## config.mk

```make
export PLATFORM = sky130hd
export DESIGN_NAME = codec_wr_engine
export DESIGN_NICKNAME = d
export VERILOG_FILES = /design/src/rtl/codec_wr_pkg.sv /design/src/rtl/codec_frame_pack.sv /design/src/rtl/settle_timer.sv /design/src/rtl/codec_wr_engine.sv
export SDC_FILE = /design/constraint.sdc
export NUM_CORES = 1
export LEC_CHECK = 0
export BUFFER_PORTS_ARGS = -buffer_cell sky130_fd_sc_hd__buf_2
export CORE_MARGIN = 3
export CORE_UTILIZATION = 59
export CTS_BUF_LIST = sky130_fd_sc_hd__clkbuf_4
export CTS_CLUSTER_SIZE = 8
export DETAILED_ROUTE_END_ITERATION = 7
export PLACE_DENSITY = 0.82
export SLEW_MARGIN = 5
export SYNTH_ARGS = -nofsm -noshare
export SYNTH_HDL_FRONTEND = slang
export SYNTH_SLANG_ARGS = --single-unit
```

## constraint.sdc

```tcl
create_clock -name clk -period 2.8 [get_ports clk]
set_input_delay 0.14 -clock clk [delete_from_list [all_inputs] [get_ports clk]]
set_output_delay 0.14 -clock clk [all_outputs]
set_load 0.005 [all_outputs]
```

## src/rtl/codec_wr_pkg.sv

```systemverilog
package codec_wr_pkg;
  localparam int FRAME_W = 16;
  localparam int ADDR_W  = 5;
  localparam int DATA_W  = 8;

  typedef enum logic [2:0] {
    PH_IDLE,
    PH_PREP,
    PH_SEL,
    PH_CLKLO,
    PH_DATA,
    PH_CLKHI,
    PH_FINISH
  } phase_t;
endpackage

```

## src/rtl/codec_frame_pack.sv

```systemverilog
module codec_frame_pack #(
  parameter logic [1:0] DEV_ADDR = 2'b10
) (
  input  logic [codec_wr_pkg::ADDR_W-1:0]  reg_addr,
  input  logic [codec_wr_pkg::DATA_W-1:0]  reg_data,
  output logic [codec_wr_pkg::FRAME_W-1:0] frame
);
  // header: device address, write flag, register address; then payload
  always_comb frame = {DEV_ADDR, 1'b1, reg_addr, reg_data};
endmodule

```

## src/rtl/settle_timer.sv

```systemverilog
module settle_timer #(
  parameter int LIMIT = 10000
) (
  input  logic clk,
  input  logic rst,
  input  logic run,
  output logic expire
);
  localparam int CW = (LIMIT > 1) ? $clog2(LIMIT) : 1;
  localparam logic [CW-1:0] LAST = CW'(LIMIT - 1);

  logic [CW-1:0] cnt;

  assign expire = run && (cnt == LAST);

  always_ff @(posedge clk) begin
    if (rst || !run || expire) cnt <= '0;
    else                       cnt <= cnt + 1'b1;
  end

  AST_TIMER_BOUND: assert property (@(posedge clk) disable iff (rst)
    cnt <= LAST) else $error("timer overran its limit");
endmodule

```

## src/rtl/codec_wr_engine.sv

```systemverilog
module codec_wr_engine #(
  parameter int SETTLE_CYC = 10000,
  parameter int IDX_W      = 3
) (
  input  logic             clk,
  input  logic             rst,
  input  logic             req_valid,
  output logic             req_ready,
  input  logic [IDX_W-1:0] req_chip,
  input  logic [4:0]       req_addr,
  input  logic [7:0]       req_data,
  output logic             busy,
  output logic             done,
  output logic             sclk,
  output logic             sdata,
  output logic [1:0]       cs_n
);
  import codec_wr_pkg::*;

  localparam int BW = $clog2(FRAME_W);

  phase_t               phase;
  logic [FRAME_W-1:0]   frame_q;
  logic [FRAME_W-1:0]   frame_d;
  logic [BW-1:0]        bit_idx;
  logic                 sel_hi;
  logic                 step_done;
  logic                 accept;
  logic                 in_range;

  codec_frame_pack #(.DEV_ADDR(2'b10)) u_pack (
    .reg_addr (req_addr),
    .reg_data (req_data),
    .frame    (frame_d)
  );

  settle_timer #(.LIMIT(SETTLE_CYC)) u_timer (
    .clk    (clk),
    .rst    (rst),
    .run    (phase != PH_IDLE),
    .expire (step_done)
  );

  assign req_ready = (phase == PH_IDLE);
  assign busy      = (phase != PH_IDLE);
  assign accept    = req_valid && req_ready;
  assign in_range  = (32'(req_chip) <= 32'd3);

  always_ff @(posedge clk) begin
    if (rst) begin
      phase   <= PH_IDLE;
      frame_q <= '0;
      bit_idx <= BW'(FRAME_W - 1);
      sel_hi  <= 1'b0;
      sclk    <= 1'b1;
      sdata   <= 1'b1;
      cs_n    <= 2'b11;
      done    <= 1'b0;
    end else begin
      done <= 1'b0;
      unique case (phase)
        PH_IDLE: begin
          if (accept && in_range) begin
            frame_q <= frame_d;
            sel_hi  <= |req_chip;
            bit_idx <= BW'(FRAME_W - 1);
            phase   <= PH_PREP;
          end
        end
        PH_PREP: if (step_done) begin
          cs_n  <= sel_hi ? 2'b01 : 2'b10;
          phase <= PH_SEL;
        end
        PH_SEL: if (step_done) begin
          sclk  <= 1'b0;
          phase <= PH_CLKLO;
        end
        PH_CLKLO: if (step_done) begin
          sdata <= frame_q[bit_idx];
          phase <= PH_DATA;
        end
        PH_DATA: if (step_done) begin
          sclk  <= 1'b1;
          phase <= PH_CLKHI;
        end
        PH_CLKHI: if (step_done) begin
          if (bit_idx == '0) begin
            sclk  <= 1'b1;
            sdata <= 1'b1;
            cs_n  <= 2'b11;
            phase <= PH_FINISH;
          end else begin
            bit_idx <= bit_idx - 1'b1;
            sclk    <= 1'b0;
            phase   <= PH_CLKLO;
          end
        end
        PH_FINISH: if (step_done) begin
          done  <= 1'b1;
          phase <= PH_IDLE;
        end
        default: phase <= PH_IDLE;
      endcase
    end
  end

  AST_DATA_STABLE_CLK_HIGH: assert property (@(posedge clk) disable iff (rst)
    (sclk && $past(sclk) && cs_n != 2'b11) |-> $stable(sdata))
    else $error("data moved while clock high");
  AST_ONE_SELECT: assert property (@(posedge clk) disable iff (rst)
    $countones(~cs_n) <= 1) else $error("both selects low");
  AST_IDLE_LINES: assert property (@(posedge clk) disable iff (rst)
    !busy |-> (sclk && sdata && cs_n == 2'b11)) else $error("lines not idle");
  AST_DONE_SINGLE: assert property (@(posedge clk) disable iff (rst)
    done |=> !done) else $error("done longer than one clock");
  AST_DONE_AFTER_BUSY: assert property (@(posedge clk) disable iff (rst)
    $rose(done) |-> (!busy && $past(busy))) else $error("done not at busy fall");
  AST_BUSY_ON_ACCEPT: assert property (@(posedge clk) disable iff (rst)
    (accept && in_range) |=> busy) else $error("busy not raised");
  AST_REJECT_QUIET: assert property (@(posedge clk) disable iff (rst)
    (accept && !in_range) |=> !busy) else $error("bad index started");
endmodule

```

Yosys cells after proc, flatten, opt, wreduce, memory -nomap -nowiden
Index checks and enable logic that the tools add are counted.
{ "op_classes": {"n_addsub": 2, "n_lt_le_gt_ge": 2, "n_eq_ne": 16, "muxes": 30, "bitwise_logic": 1, "n_reduce_logical": 21} }
{ "ops": {"columns": ["cell", "count"], "rows": [
  ["2-to-1 mux 3 bit", 8],
  ["one-hot mux 3 bit (7 select lines)", 1],
  ["AND reduction 4 bit", 4],
  ["adder 14 x 1 -> 14 bit, second input constant", 1],
  ["== test 14 bit, second input constant", 1],
  ["inequality test 2 x 1 -> 1 bit, second input constant", 7],
  ["2-to-1 mux 4 bit", 3],
  ["== test 3 bit, second input constant", 3],
  ["2-to-1 mux 1 bit", 9],
  ["2-to-1 mux 2 bit", 4],
  ["one-hot mux 4 bit (2 select lines)", 1],
  ["AND reduction 7 bit", 1],
  ["== test 3 x 2 -> 1 bit, second input constant", 2],
  ["nonzero test 2 bit", 3],
  ["nonzero test 3 bit", 2],
  ["less-than comparator 4 x 5 -> 1 bit, second input constant", 1],
  ["binary-select mux 1 bit (select 4 bit)", 1],
  ["logical NOT 4 bit", 1],
  ["inequality test 2 bit, second input constant", 2],
  ["one-hot mux 2 bit (2 select lines)", 1],
  ["subtractor 4 x 1 -> 4 bit, second input constant", 1],
  ["== test 3 x 1 -> 1 bit, second input constant", 1],
  ["less-or-equal comparator 3 x 2 -> 1 bit, second input constant", 1],
  ["logical AND 1 bit", 3],
  ["other kinds (9)", 10]
]} }
{ "word_totals": {"reg_bits": 41, "input_bits": 19, "out_inout_bits": 7, "wordCells": 81} }

Longest topological paths before layout
Gate-level depths: netlist of run 1.
{ "logic_depth": {"ltp_word": 5, "depth_mapped": 8} }

Hierarchy
From an unflattened synthesis of run 1, not the netlist that was laid out.
{ "unflattened": {"cells_unflattened": 257, "area_unflattened_um2": 2212.1} }
{ "modules_own_cells": {"columns": ["mod", "instances", "cells_each", "area_per_inst_um2", "seq_area_each_um2"], "rows": [
  ["codec_wr_engine", 1, 169, 1438.9, 580.6],
  ["settle_timer", 1, 70, 645.6, 280.3],
  ["codec_frame_pack", 1, 18, 127.6, 0.0]
]} }

Worst setup path before layout of run 1
Ideal clock, no wire load.
{ "synth_path": {"path_type": "register to register", "from": "reg u_timer.cnt[7]", "to": "reg bit_idx[0]", "t_arrival_ns": 1.909, "required_time_ns": 2.683, "path_slack_ns": 0.774, "stages_incl_launch_ff": 7, "n_path_buf": 1, "path_cell_list": "dfxtp_1 -> or4b_4 -> or4_4 -> buf_6 -> or3_1 -> o21ai_1 -> nand2b_1"} }
{ "synth_via": {"elab_chain_len": 4} }
{ "synth_lines": {"columns": ["element", "line", "source"], "rows": [
  ["from (decl)", "settle_timer.sv:12", "logic [CW-1:0] cnt;"],
  ["from (signal assigned)", "settle_timer.sv:18", "else cnt <= cnt + 1'b1;"],
  ["== test 14 bit", "settle_timer.sv:14", "assign expire = run && (cnt == LAST);"],
  ["logical AND 1 bit", "settle_timer.sv:14", null],
  ["inequality test 2 x 1 -> 1 bit (no source line)", null, null],
  ["AND reduction 4 bit (no source line)", null, null],
  ["to (signal assigned)", "codec_wr_engine.sv:53", "bit_idx <= BW'(FRAME_W - 1);"],
  ["to (signal assigned)", "codec_wr_engine.sv:66", "bit_idx <= BW'(FRAME_W - 1);"],
  ["to (signal assigned)", "codec_wr_engine.sv:93", "bit_idx <= bit_idx - 1'b1;"],
  ["to (decl)", "codec_wr_engine.sv:25", "logic [BW-1:0] bit_idx;"]
]} }
No other way between the ends.
A chain may end at the register's enable or synchronous reset.

Worst setup path in the final report of run 1
Ends and elaborated chain as after synthesis.

==> results of run 1 <==
-- synthesized netlist by cell type, types with 4 or more instances --
master	count	share of area
a21oi_1	22	0.058
nand2b_1	7	0.023
nor2_1	23	0.045
inv_1	4	0.0079
or3_1	5	0.016
mux2i_1	4	0.021
nand2_1	38	0.075
dfxtp_1	41	0.43
clkbuf_1	13	0.026
nor3_1	7	0.018
o21ai_0	4	0.010
xor2_1	8	0.037
nand3_1	8	0.021
-- area by class of cell --
| class | count | area share |
|---|---|---|
| well taps | 44 | 0.0252 |
| clock buffers | 6 | 0.0206 |
| inverters | 4 | 0.00688 |
| multi-input cells | 169 | 0.458 |
| repair buffers | 34 | 0.0974 |
| flip-flops and latches | 41 | 0.376 |
| clock inverters | 2 | 0.0155 |
-- metrics by stage --
stage	setup slack, ns	hold WS (ns)	utilization	power [mW]	area (µm²)
global placement	0.803	0.381	0.658	0.687	2020
floorplan	0.774	0.276	-	0.667	1910
CTS	0.742	0.00295	0.709	1.08	2180
detailed placement	0.759	0.385	0.658	0.689	2020
global route	0.646	0.0177	0.709	1.12	2180
finish	0.740	0.0166	0.709	1.07	2180
-- flip-flops by register name (all words and copies together) (netlist names) --
signal       count
bit_idx          4
u_timer.cnt     14
phase            3
sdata            1
done             1
sclk             1
sel_hi           1
frame_q         14
cs_n             2
-- per-layer routing --
metal | share of wire | vias to the layer above
li1 | - | 847
met1 | 0.49 | 738
met2 | 0.46 | 38
met3 | 0.035 | 7
met4 | 0.018 | 0
met5 | 0 | -
-- worst max-delay path by stage --
stage | startpoint | to | slack [ns] | cells after the start
2_1_floorplan | u_timer.cnt[7]$_SDFF_PP0_ | bit_idx[0]$_SDFFE_PP1P_ | 0.77 | 6
6_report | u_timer.cnt[7]$_SDFF_PP0_ | bit_idx[0]$_SDFFE_PP1P_ | 0.74 | 5
5_1_grt | u_timer.cnt[11]$_SDFF_PP0_ | u_timer.cnt[8]$_SDFF_PP0_ | 0.65 | 5
3_5_place_dp | u_timer.cnt[7]$_SDFF_PP0_ | bit_idx[0]$_SDFFE_PP1P_ | 0.76 | 5
3_3_place_gp | u_timer.cnt[7]$_SDFF_PP0_ | bit_idx[0]$_SDFFE_PP1P_ | 0.80 | 5
4_1_cts | u_timer.cnt[7]$_SDFF_PP0_ | bit_idx[0]$_SDFFE_PP1P_ | 0.74 | 5
-- worst register-to-register path, delay by kind of cell, from the launching register on --
family	cells	cell delay (ns)
and+or+nand+nor	4	1.54
AOI/OAI and AO/OA	1	0.08
DFF	1	0.35
-- power by group --
part | switching, mW | internal, mW | total, mW
combinational | 0.0393 | 0.0382 | 0.0775
sequential | 0.0104 | 0.597 | 0.607
clock | 0.185 | 0.196 | 0.381
-- cells by family after synthesis --
| group | synth area share |
|---|---|
| adder cells (fa/ha/maj) | 0.0131 |
| AO/OA/AOI/OAI | 0.135 |
| flip-flops | 0.430 |
| multiplexers | 0.0446 |
| XOR/XNOR | 0.0505 |
| buffers and inverters | 0.0446 |
| AND/OR/NAND/NOR | 0.281 |
==> qor.yml, run 1 <==
cts_tree: "built"
fillers: 264
drt_wl_total_um: 3760
gp_congestion: 0.759
yosys_warnings: 0
cts_htree_levels: 2
synth_enable_flop_cells: 0
syn_nets: 251
vdd_drop_max_mv: 0.317
min_to: "frame_q[10]$_SDFFE_PP0P_"
seqCellArea_um2: 821
num_vias: 1630
n_antenna_cell: 0
hpwl_um: 2430
post_cts_buffers: 0
grt_max_degree: 30
ys_types: 42
grt_use_met1: 0.271
worstSetupPathType: "flop to flop"
post_cts_resized: 0
post_drt_wl_per_cell_um: 12.5
layout_min_cycle_time_ns: 2.06
worst-path-buf-inv: 0
holdPathStages: 3
cellLeakagePower_nw: 0.842
power_density_nw_per_um2: 488
max_freq_mhz: 485
grt_pass1_vias: 1496
path_cells: "or4b_4 -> or4_4 -> or3_1 -> o21ai_1 -> nand2b_1"
maxSlewHeadroom: 0.623
clk_latency_ns: 0.35
period_share: 0.736
worst-r2r-setup-slack_ns: 0.74
ios: 26
core_area_um2: 3080
cts_hold_buf: 8
cts-root-buf: "clkbuf_4"
finClkSkew_ns: 0.0136
syn2layout_area_growth_pct: 14.5
critical-path-max-stage-delay_ns: 0.56
viasPerCell: 5.43
yosysSeqAreaShare: 0.430
min-delay-start: "req_addr[2]"
grt.busiest_layer: "met2"
drt_iter0_drc: 148
grt_pass1_wl_um: 6730
avgSynthCellArea_um2: 8.29
r2r_cells: 5
clk_pin_slew_ns: 0.12
r2r-end: "bit_idx[0]$_SDFFE_PP1P_"
cts_sinks: 41
end_kind: "flop"
met2_usage: 0.333
required_ns: 3.04
gr-usage-met3: 0.0647
placement_rows: 20
numCtsBuffers: 5
layout_common_cells: "41 x dfxtp_1, 38 x nand2_1, 25 x buf_2"
tns_ns: 0
die_area_um2: 3950
nNetsFinal: 276
hold_path.class: "input pin to flop"
crit_slowest_cell: "or4_4"
ant_nets: 0
port_buffers: 25
start_util: 0.620
clk_path_buf_depth: 2
r2r_start: "u_timer.cnt[7]$_SDFF_PP0_"
grt_use_total: 0.215
grt_antenna_before_repair: 0
cap_violations: 0
synthesis.area_um2: 1910
instances_no_fill: 300
outcome: "completed"
rsz0062_at_grt: "false"
drt_pass1_iterations: 4
die_y_um: 62.9
start_kind: "flop"
cp_top_family: "simple AND/OR/NAND/NOR gates"
hold_viol: 0
dp_cells: 284
ys_ff_latch: 41
fp.dieW_um: 62.9
synth-async-reset-ratio: 0
drive_gt1_frac: 0.164
final_common_cell: "dfxtp_1"
slew_violations: 0
finalSetupViolations: 0
ys_dominant_reg_cell: "dfxtp_1"
arrival_ns: 2.30
grt.overflow.total: 0
multiInputGateArea_um2: 1000
synthCells: 230
worstPathMaxFanout: 7
worst_pin_slew_ns: 0.563
drcViolationCount: 0
Power figures use the tool's default switching activity.
==> inputs of run 2 (changes only) <==
==> constraint.sdc (replaced) <==
create_clock -name clk -period 2.08 [get_ports clk]
set_input_delay 0.104 -clock clk [delete_from_list [all_inputs] [get_ports clk]]
set_output_delay 0.104 -clock clk [all_outputs]
set_load 0.005 [all_outputs]
==> run 2 against run 1 <==
Effect of this change:
- worst setup slack worse by 0.65 ns
- global-route usage down 0.28 points
- power up 36%
- non-clock buffer count up 13
- maximum frequency up 3.6%
- register-to-register slack worse by 0.65 ns
- worst hold slack better by 0.0025 ns
- utilization up 3.6 points
- critical endpoint unchanged
==> qor.yml, run 2 (synthesis gave the netlist of run 1 again) <==
outcome: "completed"
post_cts_resized: 0
drive_gt1_frac: 0.186
port_buffers: 25
drcViolationCount: 0
grt_use_total: 0.212
reg_top3: "frame_q: 14 flops, u_timer.cnt: 14 flops, bit_idx: 4 flops"
instances_no_fill: 313
end_kind: "flop"
r2r_cells: 5
crit_slowest_cell: "or4b_4"
viasPerCell: 5.35
dpl-instance-area_um2: 2080
die_area_um2: 3950
cts-root-buf: "clkbuf_4"
min_to: "sel_hi$_SDFFE_PP0P_"
r2r-end: "bit_idx[0]$_SDFFE_PP1P_"
worstPathMaxFanout: 7
die_y_um: 62.9
required_ns: 2.33
start_util: 0.620
arrival_ns: 2.24
cts_tree: "built"
r2r_start: "u_timer.cnt[11]$_SDFF_PP0_"
grt_pass1_vias: 1573
holdPathStages: 3
clockPowerShare: 0.351
final_common_cell: "dfxtp_1"
multiInputGateArea_um2: 1000
num_vias: 1673
post_drt_wl_per_cell_um: 12.2
tns_ns: 0
clk_latency_ns: 0.35
worst-r2r-setup-slack_ns: 0.09
period_share: 0.956
seqCellArea_um2: 821
grt.overflow.total: 0
critical-path-max-stage-delay_ns: 0.52
drt_iter0_drc: 153
rsz0062_at_grt: "false"
slew_violations: 0
worstSetupPathType: "flop to flop"
comb_power_share: 0.086
fp.dieW_um: 62.9
p_int_mw: 1.12
clk_path_buf_depth: 2
ios: 26
finalSetupViolations: 0
numCtsBuffers: 5
design_area_um2: 2290
start_kind: "flop"
ant_nets: 0
drt_pass1_iterations: 4
layout_min_cycle_time_ns: 1.99
cap_violations: 0
nNetsFinal: 289
maxSlewHeadroom: 0.674
cts_sinks: 41
grt_pass1_wl_um: 6710
cellLeakagePower_nw: 0.896
p_sw_mw: 0.329
seqPwrFrac: 0.563
swShare: 0.228
hold_viol: 0
cts_htree_levels: 2
finClkSkew_ns: 0.00778
max_freq_mhz: 503
syn2layout_area_growth_pct: 20.3
grt_antenna_before_repair: 0
fillers: 250
layout_common_cells: "41 x dfxtp_1, 38 x nand2_1, 25 x buf_2"
clk_pin_slew_ns: 0.12
gp_congestion: 0.766
n_antenna_cell: 0
placement_rows: 20
drt_wl_total_um: 3830
hold_path.class: "input pin to flop"
power_density_nw_per_um2: 630
core_area_um2: 3080
grt_max_degree: 30
min-delay-start: "req_chip[1]"
hpwl_um: 2520
vdd_drop_max_mv: 0.423
dp_cells: 292
path_cells: "or4b_4 -> or4_4 -> or3_1 -> o21ai_1 -> nand2b_1"
worst_pin_slew_ns: 0.490
-- run 2: changes by cell type in the layout (fill, tap and decap cells not counted) --
cell,change
buf_4,+8
clkbuf_4,-1
clkinvlp_4,+1
dlygate4sd3_1,+5
-- run 2: power groups by stage --
stage / logic (mW) / registers (mW) / clock network (mW)
global route: 0.141 / 0.816 / 0.546
detailed placement: 0.105 / 0.831 / 0
finish: 0.125 / 0.813 / 0.507
floorplan: 0.0685 / 0.829 / 0
CTS: 0.123 / 0.813 / 0.514
global placement: 0.102 / 0.830 / 0
-- run 2: cell type report --
class | count | area share
Multi-Input combinational cell | 169 | 0.436
Inverter | 4 | 0.00655
Tap cell | 44 | 0.0240
Timing Repair Buffer | 47 | 0.141
Clock buffer | 5 | 0.0164
Clock inverter | 3 | 0.0180
Sequential cell | 41 | 0.358
-- run 2: how the worst max path moves through the flow --
stage	from	endpoint	slack, ns	cells past startpoint
floorplan	u_timer.cnt[7]$_SDFF_PP0_	bit_idx[0]$_SDFFE_PP1P_	0.05	6
global placement	u_timer.cnt[7]$_SDFF_PP0_	bit_idx[0]$_SDFFE_PP1P_	0.08	5
detailed placement	u_timer.cnt[7]$_SDFF_PP0_	bit_idx[0]$_SDFFE_PP1P_	0.05	5
CTS	u_timer.cnt[11]$_SDFF_PP0_	bit_idx[0]$_SDFFE_PP1P_	0.04	5
global route	u_timer.cnt[0]$_SDFF_PP0_	bit_idx[0]$_SDFFE_PP1P_	0.01	6
finish	u_timer.cnt[11]$_SDFF_PP0_	bit_idx[0]$_SDFFE_PP1P_	0.09	5
-- run 2: metrics by stage --
| stage | hold WS [ns] | util | setup WS [ns] | power (mW) |
|---|---|---|---|---|
| 6_report | 0.0191 | 0.745 | 0.0916 | 1.45 |
| 5_1_grt | 0.0366 | 0.745 | 0.0113 | 1.50 |
| 4_1_cts | 0.0145 | 0.745 | 0.0356 | 1.45 |
| 3_5_place_dp | 0.349 | 0.677 | 0.0495 | 0.935 |
| 3_3_place_gp | 0.345 | 0.677 | 0.0799 | 0.932 |
| 2_1_floorplan | 0.240 | - | 0.0538 | 0.897 |
-- run 2: worst max-delay path: cells and delay by family (launching register included) --
family / cells / cell delay [ns]
AND/OR/NAND/NOR: 4 / 1.45
flip-flops: 1 / 0.36
AO/OA/AOI/OAI: 1 / 0.08
-- run 2: layer usage --
layer  track usage  vias to the layer above  wire [µm]
met2         0.356                       34       1790
met1         0.261                      765       1830
li1              -                      868          -
met5             0                        -          0
met3        0.0558                        6        153
met4        0.0771                        0         52
-- run 2: what timing repair did --
item | 4_1_cts | 5_1_grt
setup buffers | 0 | 0
endpoints found under the hold margin | 13 | 0
hold buffers | 13 | 0
setup endpoints to repair | 0 | 2
